$ cat config.mk
export PLATFORM = sky130hd
export DESIGN_NAME = tconv_seq
export DESIGN_NICKNAME = d
export VERILOG_FILES = /design/src/rtl/tconv_pkg.sv /design/src/rtl/tconv_timer.sv /design/src/rtl/tconv_trunc.sv /design/src/rtl/tconv_ctrl.sv /design/src/rtl/tconv_seq.sv
export SDC_FILE = /design/constraint.sdc
export NUM_CORES = 1
export LEC_CHECK = 0
export BUFFER_PORTS_ARGS = -buffer_cell sky130_fd_sc_hd__buf_4
export CAP_MARGIN = 20
export CORE_MARGIN = 3
export CORE_UTILIZATION = 30
export CTS_BUF_LIST = sky130_fd_sc_hd__clkbuf_2
export CTS_CLUSTER_DIAMETER = 200
export DETAILED_ROUTE_END_ITERATION = 10
export GPL_TIMING_DRIVEN = 1
export HOLD_SLACK_MARGIN = 0.02
export SYNTH_ARGS = -nofsm -noshare
export SYNTH_HDL_FRONTEND = slang
export SYNTH_SLANG_ARGS = --single-unit
export TNS_END_PERCENT = 10
$ cat constraint.sdc
create_clock -name clk_i -period 3.2 [get_ports clk_i]
set_clock_uncertainty 0.2 [all_clocks]
set_input_delay 0.8 -clock clk_i [delete_from_list [all_inputs] [get_ports clk_i]]
set_output_delay 0.8 -clock clk_i [all_outputs]
set_load 0.01 [all_outputs]
$ cat src/rtl/tconv_pkg.sv
package tconv_pkg;
   localparam int unsigned NUM_RES = 4;
   localparam int unsigned RES_W   = $clog2(NUM_RES);

   typedef enum logic [RES_W-1:0] {
      RES_9B  = 2'd0,
      RES_10B = 2'd1,
      RES_11B = 2'd2,
      RES_12B = 2'd3
   } res_e;

   typedef enum logic {
      ST_CONV = 1'b0,
      ST_IDLE = 1'b1
   } seq_state_e;
endpackage

$ cat src/rtl/tconv_timer.sv
module tconv_timer
   import tconv_pkg::*;
#(
   parameter int unsigned BASE_TICKS = 8
) (
   input  logic             clk_i,
   input  logic             rst_ni,
   input  logic             en_i,
   input  logic [RES_W-1:0] res_i,
   output logic             last_o
);
   localparam int unsigned MAX_TICKS = BASE_TICKS << (NUM_RES - 1);
   localparam int unsigned CNT_W     = $clog2(MAX_TICKS);

   generate
      if (BASE_TICKS < 2) begin : g_bad_base
         $error("tconv_timer: BASE_TICKS must be at least 2");
      end
   endgenerate

   logic [CNT_W-1:0] cnt_q;
   logic [CNT_W:0]   limit;

   always_comb begin
      limit  = (CNT_W + 1)'(BASE_TICKS) << res_i;
      last_o = en_i && ({1'b0, cnt_q} == (limit - 1'b1));
   end

   always_ff @(posedge clk_i) begin
      if (!rst_ni) begin
         cnt_q <= '0;
      end else if (!en_i || last_o) begin
         cnt_q <= '0;
      end else begin
         cnt_q <= cnt_q + 1'b1;
      end
   end

   // the tick counter never reaches the period of the active setting
   p_cnt_bound_r2: assert property (@(posedge clk_i) disable iff (!rst_ni)
      ({1'b0, cnt_q} < limit));
endmodule

$ cat src/rtl/tconv_trunc.sv
module tconv_trunc
   import tconv_pkg::*;
#(
   parameter int unsigned DATA_W   = 16,
   parameter int unsigned MIN_BITS = 9
) (
   input  logic [DATA_W-1:0] raw_i,
   input  logic [RES_W-1:0]  res_i,
   output logic [DATA_W-1:0] trunc_o
);
   generate
      if (DATA_W <= MIN_BITS + NUM_RES - 1) begin : g_bad_width
         $error("tconv_trunc: DATA_W too small for the widest setting");
      end
   endgenerate

   logic [DATA_W-1:0] keep_tbl [NUM_RES];

   for (genvar r = 0; r < NUM_RES; r++) begin : g_keep
      localparam int unsigned KEEP = MIN_BITS + r;
      localparam int unsigned DROP = DATA_W - KEEP;
      assign keep_tbl[r] = {{KEEP{1'b1}}, {DROP{1'b0}}};
   end

   assign trunc_o = raw_i & keep_tbl[res_i];
endmodule

$ cat src/rtl/tconv_ctrl.sv
module tconv_ctrl
   import tconv_pkg::*;
(
   input  logic             clk_i,
   input  logic             rst_ni,
   input  logic             shutdown_i,
   input  logic [RES_W-1:0] res_sel_i,
   input  logic             last_i,
   output logic             busy_o,
   output logic [RES_W-1:0] res_o
);
   seq_state_e state_q;
   res_e       res_q;

   always_ff @(posedge clk_i) begin
      if (!rst_ni) begin
         state_q <= ST_CONV;
         res_q   <= RES_9B;
      end else if (state_q == ST_CONV) begin
         if (last_i) begin
            if (shutdown_i) begin
               state_q <= ST_IDLE;
            end else begin
               res_q <= res_e'(res_sel_i);
            end
         end
      end else begin
         if (!shutdown_i) begin
            state_q <= ST_CONV;
            res_q   <= res_e'(res_sel_i);
         end
      end
   end

   assign busy_o = (state_q == ST_CONV);
   assign res_o  = res_q;

   // a conversion that has not reached its last tick keeps running
   p_finish_before_idle_r5: assert property (@(posedge clk_i) disable iff (!rst_ni)
      (busy_o && !last_i) |=> busy_o);

   // the active setting is frozen inside a conversion
   p_res_frozen_r4: assert property (@(posedge clk_i) disable iff (!rst_ni)
      (busy_o && !last_i) |=> $stable(res_q));
endmodule

$ cat src/rtl/tconv_seq.sv
module tconv_seq
   import tconv_pkg::*;
#(
   parameter int unsigned BASE_TICKS = 8,
   parameter int unsigned DATA_W     = 16,
   parameter int unsigned MIN_BITS   = 9
) (
   input  logic              clk_i,
   input  logic              rst_ni,
   input  logic [1:0]        res_sel_i,
   input  logic              shutdown_i,
   input  logic [DATA_W-1:0] sample_i,
   input  logic              sample_vld_i,
   output logic [DATA_W-1:0] result_o,
   output logic              done_o,
   output logic              busy_o,
   output logic              standby_o
);
   localparam int unsigned ZERO_FLOOR = DATA_W - MIN_BITS - (NUM_RES - 1);

   logic              busy;
   logic              last;
   logic [RES_W-1:0]  res_act;
   logic [DATA_W-1:0] sample_q;
   logic [DATA_W-1:0] captured;
   logic [DATA_W-1:0] trunc;
   logic [DATA_W-1:0] result_q;
   logic              done_q;

   tconv_ctrl u_ctrl (
      .clk_i      (clk_i),
      .rst_ni     (rst_ni),
      .shutdown_i (shutdown_i),
      .res_sel_i  (res_sel_i),
      .last_i     (last),
      .busy_o     (busy),
      .res_o      (res_act)
   );

   tconv_timer #(
      .BASE_TICKS (BASE_TICKS)
   ) u_timer (
      .clk_i  (clk_i),
      .rst_ni (rst_ni),
      .en_i   (busy),
      .res_i  (res_act),
      .last_o (last)
   );

   assign captured = sample_vld_i ? sample_i : sample_q;

   tconv_trunc #(
      .DATA_W   (DATA_W),
      .MIN_BITS (MIN_BITS)
   ) u_trunc (
      .raw_i   (captured),
      .res_i   (res_act),
      .trunc_o (trunc)
   );

   always_ff @(posedge clk_i) begin
      if (!rst_ni) begin
         sample_q <= '0;
         result_q <= '0;
         done_q   <= 1'b0;
      end else begin
         sample_q <= captured;
         done_q   <= last;
         if (last) begin
            result_q <= trunc;
         end
      end
   end

   assign result_o  = result_q;
   assign done_o    = done_q;
   assign busy_o    = busy;
   assign standby_o = !busy;

   // the done pulse lasts a single cycle
   p_done_single_r7: assert property (@(posedge clk_i) disable iff (!rst_ni)
      done_o |=> !done_o);

   // the published result moves only together with done
   p_result_hold_r7: assert property (@(posedge clk_i) disable iff (!rst_ni)
      !$stable(result_o) |-> done_o);

   // the bits below the widest setting always read zero
   p_low_bits_zero_r1: assert property (@(posedge clk_i) disable iff (!rst_ni)
      result_o[ZERO_FLOOR-1:0] == '0);

   // no result is published while in standby
   p_quiet_standby_r5: assert property (@(posedge clk_i) disable iff (!rst_ni)
      standby_o |=> !done_o);
endmodule

# After elaboration in Yosys (flattened, before gate mapping)
# Cells that the tools add are included.
[op_classes]
n_reduce_logical = 4
order_cmp = 1
addsub = 2
bitwise_logic = 4
n_eq_ne = 1
shifts = 1
n_mux = 10
[op_table]
columns = ["operator", "n"]
rows = [
  ["16-bit 2-to-1 mux", 3],
  ["16-bit binary-select mux with 2-bit select", 1],
  ["16-bit AND", 1],
  ["6-bit by 7-bit equality test with 1-bit output", 1],
  ["4-bit by 2-bit left shift with 7-bit output, first input constant", 1],
  ["7-bit by 1-bit subtractor with 7-bit output, second input constant", 1],
  ["6-bit by 1-bit adder with 6-bit output, second input constant", 1],
  ["2-bit 2-to-1 mux", 3],
  ["3-bit >= comparator, second input constant", 1],
  ["1-bit 2-to-1 mux", 3],
  ["2-bit inverter with 3-bit output", 1],
  ["1-bit inverter", 2],
  ["2-bit nonzero test", 1],
  ["2-bit OR reduction", 1],
  ["1-bit logical AND", 1],
  ["1-bit logical OR", 1],
]
[word_totals]
elab_cells = 29
output_inout_bits = 19
in_bits = 22
reg_bits = 42

# Longest topological paths before layout
[logic_depth]
word_depth = 6
depth_mapped = 6
ltp_nobuf = 4

# Hierarchy
# A second synthesis with hierarchy kept.
[hier_totals]
hier_cells = 167
area_unflattened_um2 = 1849.3
[by_module_without_submodules]
columns = ["module", "instances", "area_per_inst_um2", "seq_area_each_um2", "cells_each"]
rows = [
  ["tconv_seq", 1, 1308.8, 660.6, 106],
  ["tconv_timer", 1, 290.3, 120.1, 32],
  ["tconv_ctrl", 1, 127.6, 60.1, 12],
  ["tconv_trunc", 1, 122.6, 0.0, 17],
]

# Worst setup path before layout
# OpenSTA, ideal clock, no wires.
[synth_timing]
path_type = "input port to flip-flop"
startpoint = "in sample_vld_i"
endpoint = "reg result_q[10] (netlist: result_o[10])"
setup_slack_ps = 1340
stages = 4
arrival_ps = 1538
n_path_buf = 1
required_time_ps = 2879
setup_ps = 121
path_cell_list = "buf_2 > mux2i_1 > nor2b_1 > mux2_4"
[synth_between]
elab_chain_len = 2
[synth_lines]
columns = ["item", "line", "source"]
rows = [
  ["start: declaration", "tconv_seq.sv:13", "input logic sample_vld_i,"],
  ["16-bit 2-to-1 mux", "tconv_seq.sv:50", "assign captured = sample_vld_i ? sample_i : sample_q;"],
  ["16-bit AND", "tconv_trunc.sv:25", "assign trunc_o = raw_i & keep_tbl[res_i];"],
  ["end signal: assignment", "tconv_seq.sv:70", "result_q <= trunc;"],
  ["end: declaration", "tconv_seq.sv:27", "logic [DATA_W-1:0] result_q;"],
]
# Every way passes these cells.
# A chain may end at the register's enable or synchronous reset.

# Worst setup path after layout
[layout_timing]
startpoint = "reg u_ctrl.state_q"
endpoint = "out busy_o"
[layout_between]
elab_chain_len = 1
[layout_lines]
columns = ["item", "line", "source"]
rows = [
  ["start: declaration", "tconv_ctrl.sv:12", "seq_state_e state_q;"],
  ["start signal: assignment", "tconv_ctrl.sv:17", "state_q <= ST_CONV;"],
  ["start signal: assignment", "tconv_ctrl.sv:22", "state_q <= ST_IDLE;"],
  ["start signal: assignment", "tconv_ctrl.sv:29", "state_q <= ST_CONV;"],
  ["1-bit inverter", "n/a", ""],
  ["end: declaration", "tconv_seq.sv:16", "output logic busy_o,"],
]
# Every way passes these cells.

==> run metrics <==
Synth area leader dfxtp_1; LEAKAGE 0.000747 uW; Required @ worst endpoint 2.20 ns; top-area cell type share of the netlist area 0.474; clk slew on worst S/H paths 0.16 ns; vias in the first global route 984; CTS tree yes; via count 972; maximum resistive drop on vdd 0.136 mV; Pre-antenna DRT Iters 4; Synth Instances 132; setup TNS 0 ns; WHS 0.268 ns; nets ~190; port bufs 32; minimum clock period about 2.0 ns; post-cts sizing count 0; most common cell after layout, fill and taps aside dfxtp_1; most frequent cells in the layout dfxtp_1, buf_4, mux2i_1; final setup fails 0; Max-cap violations 0; Residual DRC 0; hold depth 1; CP startpoint u_ctrl.state_q$_SDFF_PN0_; Initial DRC Count 29; Period Utilization, post-route 0.641; fill count roughly 460; Clock Tree Buf Depth 2; Critical R2R Launch u_ctrl.res_o[1]$_SDFFE_PN0P_; Critical Path AT 1.05 ns; Fin. Hold Viols 0; Root Driver clkbuf_2; f_max roughly 500 MHz; PD cells approximately 400 nW/um2; RSZ-0062 raised after global routing false; largest net degree at the start of global routing 31; Seq/Total Area, Yosys 0.474; Worst R2R Setup Slack around 1.2 ns; R2R depth 5; HP Class flop to flop; Total Routing Usage GR 0.108; warnings from Yosys 0; worst setup path class flop to output pin; Worst setup SP type flop; Clk Latency, worst-skew pair 0.36 ns; FF+latch count, synth 34; share of cells above drive strength 1 0.327; initial antenna violation count 0; wire length per cell roughly 12 um; final slew viol count 0; worst-path fanout max 4; Post-Place Worst Slack 1.23 ns; Routed Antenna Nets 0; H-tree levels 2; first-pass GRT wire length 4.51 mm; syn_area_per_cell 10.9 um2; vias per cell 4.48; gp weighted congestion 0.717; number of clock sinks 34; Cell variety after synth 28; Synth Cell Area 1440 um2; Post-CTS Setup Bufs 0; wirelength, routed 2.71 mm; Finished Cell Area 1730 um2; io pins 41; CP endpoint busy_o; Finished Core Util 0.387; crit end category output pin; number of diodes 0; Layout area overhead 20.5%; DP Wirelength between 1.5 and 2 mm; setup ws final 1.15 ns; DIE WIDTH 75.2 um; worst flop-to-flop path endpoint result_o[13]$_SDFFE_PN0P_; total grt overflow 0; Core Rows 24; Placed Area 1700 um2; initial core utilization 0.321; die height 75.2 um; status finished clean; cts bufs inserted 5; Area contributors post-synth dfxtp_1, mux2i_1, mux2_4; die area 5650 um2; core area 4470 um2; CTS Hold Bufs 0
==> layer usage <==
metal / vias up / GRT usage / routed length, um / share of wire
met1: 437 / 0.131 / 1270 / 0.47
met3: 4 / 0.0481 / 216 / 0.080
met4: 0 / 0.0408 / 28 / 0.010
li1: 499 / - / - / -
met5: - / 0 / 0 / 0
met2: 32 / 0.168 / 1200 / 0.44
==> critical path: stages (launching register included) <==
cell and delay (ns):
dfxtp_1 0.43, inv_1 0.11, buf_4 0.16
==> registers in the layout (all words and copies together) (netlist names) <==
register and cells:
result_o 12, sample_q 12, u_timer.cnt_q 6, u_ctrl.res_o 2, done_o 1, u_ctrl.state_q 1
==> metrics by stage <==
step / total power, uW / std cells
finish: 689 / 217
CTS: 702 / 217
floorplan: 489 / 135
detailed placement: 510 / 210
global placement: 506 / 210
global route: 731 / 217
==> worst min-delay path by stage <==
stage	from	slack (ns)	to
detailed placement	u_timer.cnt_q[0]$_SDFF_PP0_	0.24	u_timer.cnt_q[0]$_SDFF_PP0_
global placement	u_timer.cnt_q[0]$_SDFF_PP0_	0.22	u_timer.cnt_q[0]$_SDFF_PP0_
floorplan	u_timer.cnt_q[0]$_SDFF_PP0_	0.21	u_timer.cnt_q[0]$_SDFF_PP0_
CTS	u_timer.cnt_q[0]$_SDFF_PP0_	0.27	u_timer.cnt_q[0]$_SDFF_PP0_
finish	u_timer.cnt_q[0]$_SDFF_PP0_	0.27	u_timer.cnt_q[0]$_SDFF_PP0_
global route	u_timer.cnt_q[0]$_SDFF_PP0_	0.28	u_timer.cnt_q[0]$_SDFF_PP0_
==> final cells by class <==
type | count | area (um2) | share of cell area
tap | 52 | 65.1 | 0.0376
clock buffer | 7 | 35.0 | 0.0202
sequential | 34 | 681 | 0.393
timing repair buffer | 33 | 248 | 0.143
multi-input combinational | 89 | 694 | 0.401
inverter | 2 | 7.51 | 0.00434
==> cells in the mapped netlist <==
cell type,count
buf_2,1
nand2_1,10
o21bai_1,1
and2_1,9
nor2b_1,12
buf_4,5
buf_6,1
clkbuf_1,3
nor2_1,6
inv_1,2
conb_1,1
dfxtp_1,34
nand3_1,3
and3_1,1
a31oi_2,1
a311oi_1,1
a211oi_1,2
ha_1,1
nor3_1,1
xnor2_1,3
mux2_4,7
o21a_1,1
nor3_2,3
mux2_2,2
o21ai_0,1
xor2_1,2
mux2i_1,17
o211ai_4,1
==> power breakdown <==
group	switching (uW)	total [uW]	internal, uW	leakage, uW
Sequential	5.46	442	436	0.000277
Clock	133	190	57.0	0.0000291
Combinational	27.3	57.9	30.6	0.000441
Total	165	689	524	0.000747
==> logic make-up after synthesis <==
logic type	count (synthesis)	share of synthesized area
AO/OA/AOI/OAI	8	0.0540
XOR/XNOR	5	0.0305
adder cells (fa/ha/maj)	1	0.00871
buffers and inverters	12	0.0505
flip-flops	34	0.474
multiplexers	26	0.207
other	1	0.00261
AND/OR/NAND/NOR	45	0.172
No activity file was read; power rests on OpenSTA's default activity.
